[src/rtl/arb_pkg.sv]
package arb_pkg;
  localparam int unsigned INT_MASTERS = 3;
  localparam int unsigned EXT_MASTERS = 4;

  typedef enum logic {TURN_HIGH = 1'b0, TURN_LOW = 1'b1} turn_e;
endpackage

[src/rtl/arb_select.sv]
module arb_select #(
  parameter int unsigned N = 3
) (
  input  logic [N-1:0] req,
  input  logic         alt,
  input  logic         low_had_turn,
  output logic [N-1:0] pick
);
  localparam int unsigned LOW = N - 1;
  localparam logic [N-1:0] HIGH_MASK = {1'b0, {(N-1){1'b1}}};

  logic [N-1:0] high_req;
  logic [N-1:0] high_pick;
  logic [N-1:0] full_pick;
  logic [N-1:0] low_only;

  assign high_req  = req & HIGH_MASK;
  assign high_pick = high_req & (~high_req + 1'b1);
  assign full_pick = req & (~req + 1'b1);

  genvar g;
  generate
    for (g = 0; g < N; g++) begin : g_low
      assign low_only[g] = (g == LOW) ? 1'b1 : 1'b0;
    end
  endgenerate

  always_comb begin
    if (alt && req[LOW] && (high_req != '0)) begin
      pick = low_had_turn ? high_pick : low_only;
    end else begin
      pick = full_pick;
    end
  end
endmodule

[src/rtl/arb_domain.sv]
module arb_domain #(
  parameter int unsigned N = 3
) (
  input  logic         clk,
  input  logic         rst,
  input  logic         alt_en,
  input  logic [N-1:0] req,
  output logic [N-1:0] gnt
);
  import arb_pkg::*;
  localparam int unsigned LOW = N - 1;

  logic [N-1:0] gnt_q;
  logic [N-1:0] pick;
  logic         alt_q;
  turn_e        turn_q;
  logic         owner_active;

  assign owner_active = (req & gnt_q) != '0;

  arb_select #(.N(N)) u_sel (
    .req          (req),
    .alt          (alt_q),
    .low_had_turn (turn_q == TURN_LOW),
    .pick         (pick)
  );

  always_ff @(posedge clk) begin
    if (rst) begin
      gnt_q  <= '0;
      alt_q  <= 1'b0;
      turn_q <= TURN_HIGH;
    end else begin
      alt_q <= alt_en;
      if (gnt_q != '0) begin
        if (!owner_active) begin
          gnt_q  <= '0;
          turn_q <= gnt_q[LOW] ? TURN_LOW : TURN_HIGH;
        end
      end else begin
        gnt_q <= pick;
      end
    end
  end

  assign gnt = gnt_q;


  p_onehot_r6: assert property (@(posedge clk) disable iff (rst)
    $onehot0(gnt_q));

  // no preemption during a tenure
  p_hold_r4: assert property (@(posedge clk) disable iff (rst)
    (gnt_q != '0 && owner_active) |=> gnt_q == $past(gnt_q));

  // a dropped request frees the domain at once
  p_release_r5: assert property (@(posedge clk) disable iff (rst)
    (gnt_q != '0 && !owner_active) |=> gnt_q == '0);

  // new grants only go to a requester
  p_grant_req_r12: assert property (@(posedge clk) disable iff (rst)
    (gnt_q == '0) |=> (gnt_q == '0) || ((gnt_q & $past(req)) != '0));

  // fixed mode, nothing of higher priority was waiting
  p_fixed_order_r2: assert property (@(posedge clk) disable iff (rst)
    (!alt_q && gnt_q == '0 && req != '0) |=>
      (gnt_q != '0) && (((gnt_q - 1'b1) & $past(req)) == '0));

  // order among the higher class kept in alternation mode
  p_high_order_r8: assert property (@(posedge clk) disable iff (rst)
    (alt_q && gnt_q == '0 && req != '0) |=>
      (gnt_q != '0) && (gnt_q[LOW] || (((gnt_q - 1'b1) & $past(req)) == '0)));

  // the lowest class gets its turn
  p_low_turn_r7: assert property (@(posedge clk) disable iff (rst)
    (alt_q && gnt_q == '0 && req[LOW] && (req[LOW-1:0] != '0) && turn_q == TURN_HIGH)
      |=> gnt_q[LOW]);

  // the higher class gets the next turn
  p_high_turn_r9: assert property (@(posedge clk) disable iff (rst)
    (alt_q && gnt_q == '0 && req[LOW] && (req[LOW-1:0] != '0) && turn_q == TURN_LOW)
      |=> !gnt_q[LOW] && gnt_q != '0);
endmodule

[src/rtl/dual_bus_arbiter.sv]
module dual_bus_arbiter #(
  parameter int unsigned INT_N = arb_pkg::INT_MASTERS,
  parameter int unsigned EXT_N = arb_pkg::EXT_MASTERS
) (
  input  logic             clk,
  input  logic             rst,
  input  logic             int_alt_en,
  input  logic             ext_alt_en,
  input  logic [INT_N-1:0] int_req,
  input  logic [EXT_N-1:0] ext_req,
  output logic [INT_N-1:0] int_gnt,
  output logic [EXT_N-1:0] ext_gnt
);
  arb_domain #(.N(INT_N)) u_int (
    .clk    (clk),
    .rst    (rst),
    .alt_en (int_alt_en),
    .req    (int_req),
    .gnt    (int_gnt)
  );

  arb_domain #(.N(EXT_N)) u_ext (
    .clk    (clk),
    .rst    (rst),
    .alt_en (ext_alt_en),
    .req    (ext_req),
    .gnt    (ext_gnt)
  );

  // quiet right after reset
  p_reset_quiet_r1: assert property (@(posedge clk)
    $past(rst) |-> (int_gnt == '0 && ext_gnt == '0));
endmodule

[config.mk]
export PLATFORM = sky130hd
export DESIGN_NAME = dual_bus_arbiter
export DESIGN_NICKNAME = d
export VERILOG_FILES = /design/src/rtl/arb_pkg.sv /design/src/rtl/arb_select.sv /design/src/rtl/arb_domain.sv /design/src/rtl/dual_bus_arbiter.sv
export SDC_FILE = /design/constraint.sdc
export NUM_CORES = 1
export LEC_CHECK = 0
export BUFFER_PORTS_ARGS = -buffer_cell sky130_fd_sc_hd__clkbuf_2
export CAP_MARGIN = 5
export CORE_MARGIN = 3
export CORE_UTILIZATION = 35
export CTS_BUF_LIST = sky130_fd_sc_hd__clkbuf_2 sky130_fd_sc_hd__clkbuf_4 sky130_fd_sc_hd__clkbuf_8
export DETAILED_ROUTE_END_ITERATION = 16
export GPL_TIMING_DRIVEN = 0
export SLEW_MARGIN = 20
export SYNTH_ARGS = -nofsm -noshare
export SYNTH_HDL_FRONTEND = slang
export SYNTH_SLANG_ARGS = --single-unit
[constraint.sdc]
create_clock -name clk -period 3.2 [get_ports clk]
set_input_delay 0.32 -clock clk [delete_from_list [all_inputs] [get_ports clk]]
set_output_delay 0.32 -clock clk [all_outputs]
set_load 0.1 [all_outputs]
# ---- Yosys cells after proc, flatten, opt, wreduce, memory -nomap -nowiden
# Index checks and enable logic that the tools add are counted.
dict set report op_classes {
  add_sub_neg 4
  n_eq_ne 2
  mux 10
  bitwise 12
  n_reduce_logical 12
}
# op count
set ops {}
lappend ops {{$mux W4} 4}
lappend ops {{$mux W3} 4}
lappend ops {{$reduce_bool A4 Y1} 3}
lappend ops {{$reduce_bool A3 Y1} 3}
lappend ops {{$add A4 B1 Y4 const B} 2}
lappend ops {{$and A4 B4 Y4} 2}
lappend ops {{$add A3 B1 Y3 const B} 2}
lappend ops {{$and A3 B3 Y3} 2}
lappend ops {{$and A3 B4 Y4} 1}
lappend ops {{$logic_and A1 B1 Y1} 4}
lappend ops {{$ne A2 B2 Y1 const B} 2}
lappend ops {{$not A3 Y4} 1}
lappend ops {{$not A4 Y4} 1}
lappend ops {{$reduce_and A2 Y1} 2}
lappend ops {{$and A2 B3 Y3} 1}
lappend ops {{$not A2 Y3} 1}
lappend ops {{$not A3 Y3} 1}
lappend ops {{$mux W1} 2}
lappend ops {{$not A1 Y1} 2}
dict set report totals {
  reg_bits 11
  inputBits 11
  output_inout_bits 7
}

# ---- Longest topological paths before layout
dict set report logic_depth {
  word_depth 6
  depth_mapped 3
}

# ---- Hierarchy
# Synthesis repeated with hierarchy kept, for this count alone.
dict set report unflattened {
  hier_cells 61
  area_unflattened_um2 583.1
}
# module n_inst cells_per_inst area_each_um2 seq_area_each_um2
set by_module_without_submodules {}
lappend by_module_without_submodules {{arb_domain (u_ext)} 1 26 261.5 120.1}
lappend by_module_without_submodules {{arb_domain (u_int)} 1 22 210.2 100.1}
lappend by_module_without_submodules {{arb_select (u_ext.u_sel)} 1 7 66.3 0.0}
lappend by_module_without_submodules {{arb_select (u_int.u_sel)} 1 6 45.0 0.0}

# ---- Worst setup path before layout
# OpenSTA, ideal clock, no wires.
dict set report synth_path {
  path_type {register to register}
  start {register u_int.gnt_q[0] (netlist: u_int.gnt[0])}
  end {register u_int.turn_q}
  setup_ns 0.118
  arrival_ns 1.633
  required_time_ns 3.082
  slack_ns 1.450
  path_stages_with_launch 3
  period_less_slack_ns 1.750
  cell_sequence {dfxtp_1 -> a222oi_1 -> a32o_1}
}
dict set report synth_between {
  elab_chain_len 4
  elab_cells_between_ends 5
}
# element line_no
set synth_lines {}
lappend synth_lines {{from (decl)} arb_domain.sv:13} ;# logic [N-1:0] gnt_q;
lappend synth_lines {{from (signal assigned)} arb_domain.sv:41} ;# gnt_q <= pick;
lappend synth_lines {{$and A3 B3 Y3} arb_domain.sv:19} ;# assign owner_active = (req & gnt_q) != '0;
lappend synth_lines {{$reduce_bool A3 Y1} arb_domain.sv:19}
lappend synth_lines {{$not A1 Y1 (no source line)} -}
lappend synth_lines {{$reduce_and A2 Y1 (no source line) *} -}
lappend synth_lines {{to (signal assigned)} arb_domain.sv:38} ;# turn_q <= gnt_q[LOW] ? TURN_LOW : TURN_HIGH;
lappend synth_lines {{to (decl)} arb_domain.sv:16} ;# turn_e turn_q;
# Mark *: on every way between the ends. The rest lies on a longest branch, timed or not.
# A chain may end at the register's enable or synchronous reset.

# ---- Worst setup path after layout
dict set report layout_path {
  start {register u_int.gnt_q[2] (netlist: u_int.gnt[2])}
  end {output port int_gnt[2]}
}
# element line_no
set layout_rtl {}
lappend layout_rtl {{to (decl)} dual_bus_arbiter.sv:11} ;# output logic [INT_N-1:0] int_gnt,
# No word-level cell between the ends.

==> impl_metrics.xml <==
<?xml version="1.0" encoding="UTF-8"?>
<metrics>
  <group name="power_and_ir_drop">
    <metric name="p_switching" unit="uW">118</metric>
    <metric name="netSwitchingFraction" unit="%">34.5</metric>
    <metric name="static-leakage-power" unit="nW">0.254</metric>
    <metric name="powerDensity" unit="mW/mm2">544</metric>
    <metric name="p_clk_share" unit="%">31.2</metric>
    <metric name="comb_power_share" unit="%">24.1</metric>
    <metric name="vdd.ir_drop.worst" unit="mV">0.280</metric>
    <metric name="totalPowerFinal" unit="uW">342</metric>
    <metric name="seq_power_share" unit="%">44.8</metric>
    <metric name="intPower" unit="uW">224</metric>
  </group>
  <group name="drt">
    <metric name="remaining_design_rule_violation_count" unit="">0</metric>
    <metric name="routed_wire_length_per_instance" unit="um">12.4</metric>
    <metric name="drt_wl_total" unit="um">1120</metric>
    <metric name="detail-route-antenna-nets" unit="">0</metric>
    <metric name="first_pass_iters" unit="">5</metric>
    <metric name="drtIter0Drc" unit="">12</metric>
    <metric name="drt-vias-per-instance" unit="">5.29</metric>
    <metric name="vias" unit="">476</metric>
  </group>
  <group name="synthesis">
    <metric name="synth-seq-cells" unit="">11</metric>
    <metric name="synth.net_count" unit="">66</metric>
    <metric name="instance_count_of_the_mapped_netlist" unit="">55</metric>
    <metric name="synth_ff_type" unit="">sky130_fd_sc_hd__dfxtp_1</metric>
    <metric name="synth_edf_count" unit="">0</metric>
    <metric name="synth-async-reset-ratio" unit="%">0</metric>
    <metric name="synth_sequential_area_ratio" unit="%">44.3</metric>
    <metric name="post_synth_num_cell_types" unit="">22</metric>
    <metric name="post_synth_instance_area" unit="um2">497</metric>
    <metric name="synth.yosys.warnings" unit="">0</metric>
    <metric name="syn_avg_cell_area" unit="um2">9.03</metric>
  </group>
  <group name="critical_path">
    <metric name="slowest_stage_cell_cp" unit="">sky130_fd_sc_hd__clkbuf_2</metric>
    <metric name="critical_path_arrival" unit="ns">1.19</metric>
    <metric name="critical-path-top-delay-family" unit="">buffers and inverters</metric>
    <metric name="worstPathCellList" unit="">clkbuf_2</metric>
    <metric name="worstSetupStartpointType" unit="">flip-flop</metric>
    <metric name="timing.critical_path.fanout_max" unit="">6</metric>
    <metric name="critical_path.n_buffers_inverters" unit="">1</metric>
    <metric name="worst_setup_path_end_kind" unit="">primary output</metric>
    <metric name="critical_path_required" unit="ns">2.88</metric>
    <metric name="critical-path-max-stage-delay" unit="ns">0.49</metric>
    <metric name="criticalPathCategory" unit="">reg2out</metric>
  </group>
  <group name="clock_tree">
    <metric name="post-cts-setup-buffer-count" unit="">0</metric>
    <metric name="cts.sink_count" unit="">11</metric>
    <metric name="clock_tree.root_cell" unit="">sky130_fd_sc_hd__clkbuf_4</metric>
    <metric name="post_cts_resized" unit="">0</metric>
    <metric name="cts_max_level" unit="">1</metric>
    <metric name="cts.reportedPaths.clkPinSlew" unit="ns">0.07</metric>
    <metric name="postCtsHoldBufs" unit="">0</metric>
    <metric name="insertion_delay" unit="ns">0.27</metric>
    <metric name="cts_max_path_buffers" unit="">2</metric>
    <metric name="cts_tree" unit="">done</metric>
    <metric name="cts_buffers" unit="">3</metric>
  </group>
  <group name="sta">
    <metric name="timing_max_transition_violations_final" unit="">0</metric>
    <metric name="max_freq" unit="MHz">664</metric>
    <metric name="period_share" unit="%">47.1</metric>
    <metric name="fin_setup_tns" unit="ns">0</metric>
    <metric name="finalHoldViolations" unit="">0</metric>
    <metric name="rsz0062_at_grt" unit="">false</metric>
    <metric name="slew_headroom" unit="%">61.1</metric>
    <metric name="finalClockSkew" unit="ns">0.00366</metric>
    <metric name="setup_viol" unit="">0</metric>
    <metric name="fin_worst_hold_slack" unit="ns">0.265</metric>
    <metric name="period_minus_slack" unit="ns">1.51</metric>
    <metric name="worst_slew_pin_slew" unit="ns">0.583</metric>
  </group>
  <group name="finish">
    <metric name="final_cells" unit="">90</metric>
    <metric name="diodes" unit="">0</metric>
    <metric name="share_of_post_route_cells_with_drive_strength_above_1" unit="%">28.9</metric>
    <metric name="synthToLayoutAreaGrowth" unit="%">26.7</metric>
    <metric name="design.final.nets" unit="">88</metric>
  </group>
  <group name="grt">
    <metric name="via_count_of_the_first_global_routing_pass" unit="">439</metric>
    <metric name="grt_antenna_before_repair" unit="">0</metric>
    <metric name="grt_overflow_total" unit="">0</metric>
    <metric name="grt_pass1_wl" unit="um">1860</metric>
    <metric name="grt_use_total" unit="%">13.1</metric>
    <metric name="grt_start_max_net_pins" unit="">11</metric>
  </group>
  <group name="min_path">
    <metric name="worstHoldPathType" unit="">in2reg</metric>
  </group>
  <group name="floorplanning">
    <metric name="initial_utilization" unit="%">40.8</metric>
    <metric name="top_level_ports" unit="">18</metric>
    <metric name="fp.dieH" unit="um">43.7</metric>
    <metric name="rows" unit="">12</metric>
    <metric name="dieWidth" unit="um">43.7</metric>
    <metric name="core" unit="mm2">0.00122</metric>
    <metric name="floorplan_die_area" unit="mm2">0.00191</metric>
  </group>
  <group name="job">
    <metric name="drv_cap" unit="">0</metric>
  </group>
  <group name="place">
    <metric name="place_hpwl" unit="um">827</metric>
    <metric name="place.gp.congestion" unit="">0.740</metric>
    <metric name="portBuffers" unit="">17</metric>
    <metric name="place_inst" unit="">86</metric>
  </group>
  <group name="status">
    <metric name="outcome" unit="">finished, final reports clean</metric>
  </group>
</metrics>
[layer usage]
layer | up-vias | global-route usage [%] | wire length [um]
li1 | 255 | - | -
met1 | 210 | 17.7 | 559
met2 | 7 | 18.6 | 497
met3 | 4 | 3.73 | 39
met4 | 0 | 7.23 | 19
met5 | - | 0 | 0
[cells in the mapped netlist (2+ instances only)]
library cell,n,share of area [%]
sky130_fd_sc_hd__o21ai_0,5,5.0
sky130_fd_sc_hd__nor2_1,2,1.5
sky130_fd_sc_hd__a22o_1,2,3.5
sky130_fd_sc_hd__nand3_1,2,2.0
sky130_fd_sc_hd__nand3b_1,2,3.0
sky130_fd_sc_hd__a21oi_1,7,7.1
sky130_fd_sc_hd__inv_1,2,1.5
sky130_fd_sc_hd__nor2b_1,5,6.3
sky130_fd_sc_hd__nand4b_1,2,3.5
sky130_fd_sc_hd__nor3_1,2,2.0
sky130_fd_sc_hd__nand2b_1,3,3.8
sky130_fd_sc_hd__dfxtp_1,11,44
[power groups by stage]
stage / Combinational [mW] / Clock (mW) / Sequential [mW]
final: 0.0824 / 0.107 / 0.153
after global routing: 0.0885 / 0.114 / 0.155
after floorplan: 0.0262 / 0 / 0.192
after detailed placement: 0.0823 / 0 / 0.156
after global placement: 0.0823 / 0 / 0.156
after CTS: 0.0825 / 0.106 / 0.153
[metrics by stage]
stage	instance area, um2	util [%]	setup slack, ns
3_5_place_dp	599	49.3	1.71
2_1_floorplan	497	-	1.45
3_3_place_gp	599	49.3	1.69
5_1_grt	629	51.7	1.63
4_1_cts	629	51.7	1.69
6_report	629	51.7	1.69
[layout make-up]
type                       instances  area, um2
fill                             117        587
multi-input combinational         41        265
sequential                        11        220
timing repair buffer              17       85.1
clock buffer                       4       30.0
tap                               14       17.5
inverter                           2       7.51
buffer                             1       3.75
[state kept, by name, summed over array words and instances (netlist names)]
signal and flops:
u_ext.turn_q 1, u_ext.gnt 4, u_int.alt_q 1, u_int.turn_q 1, u_int.gnt 3, u_ext.alt_q 1
[layout by cell type, fill, tap and decap left out, drive strengths merged, types with 2 or more instances in the layout]
cell type,n
nor2,2
inv,2
nor2b,5
a21oi,7
nand2b,3
nand4b,2
nand3b,2
a22o,2
dfxtp,11
nor3,2
nand3,2
clkbuf,22
o21ai,6
[path summary, 6_finish.rpt]
kind         cells after the start      endpoint         start  slack, ns
max                              1    int_gnt[2]  u_int.gnt[2]       1.69
min                              2   u_int.alt_q    int_alt_en       0.26
max reg2reg                      3  u_int.turn_q  u_int.gnt[0]       1.80
min reg2reg                      2  u_ext.gnt[2]  u_ext.gnt[2]       0.52
[cells by family (layout without fill, tap and decap cells)]
group           Yosys count  in the layout  synth area share, %
compound gates           20             20                 25.7
buf+inv                   3             24                 2.27
flops                    11             11                 44.3
simple gates             21             21                 27.7
No activity file was read; power rests on OpenSTA's default activity.
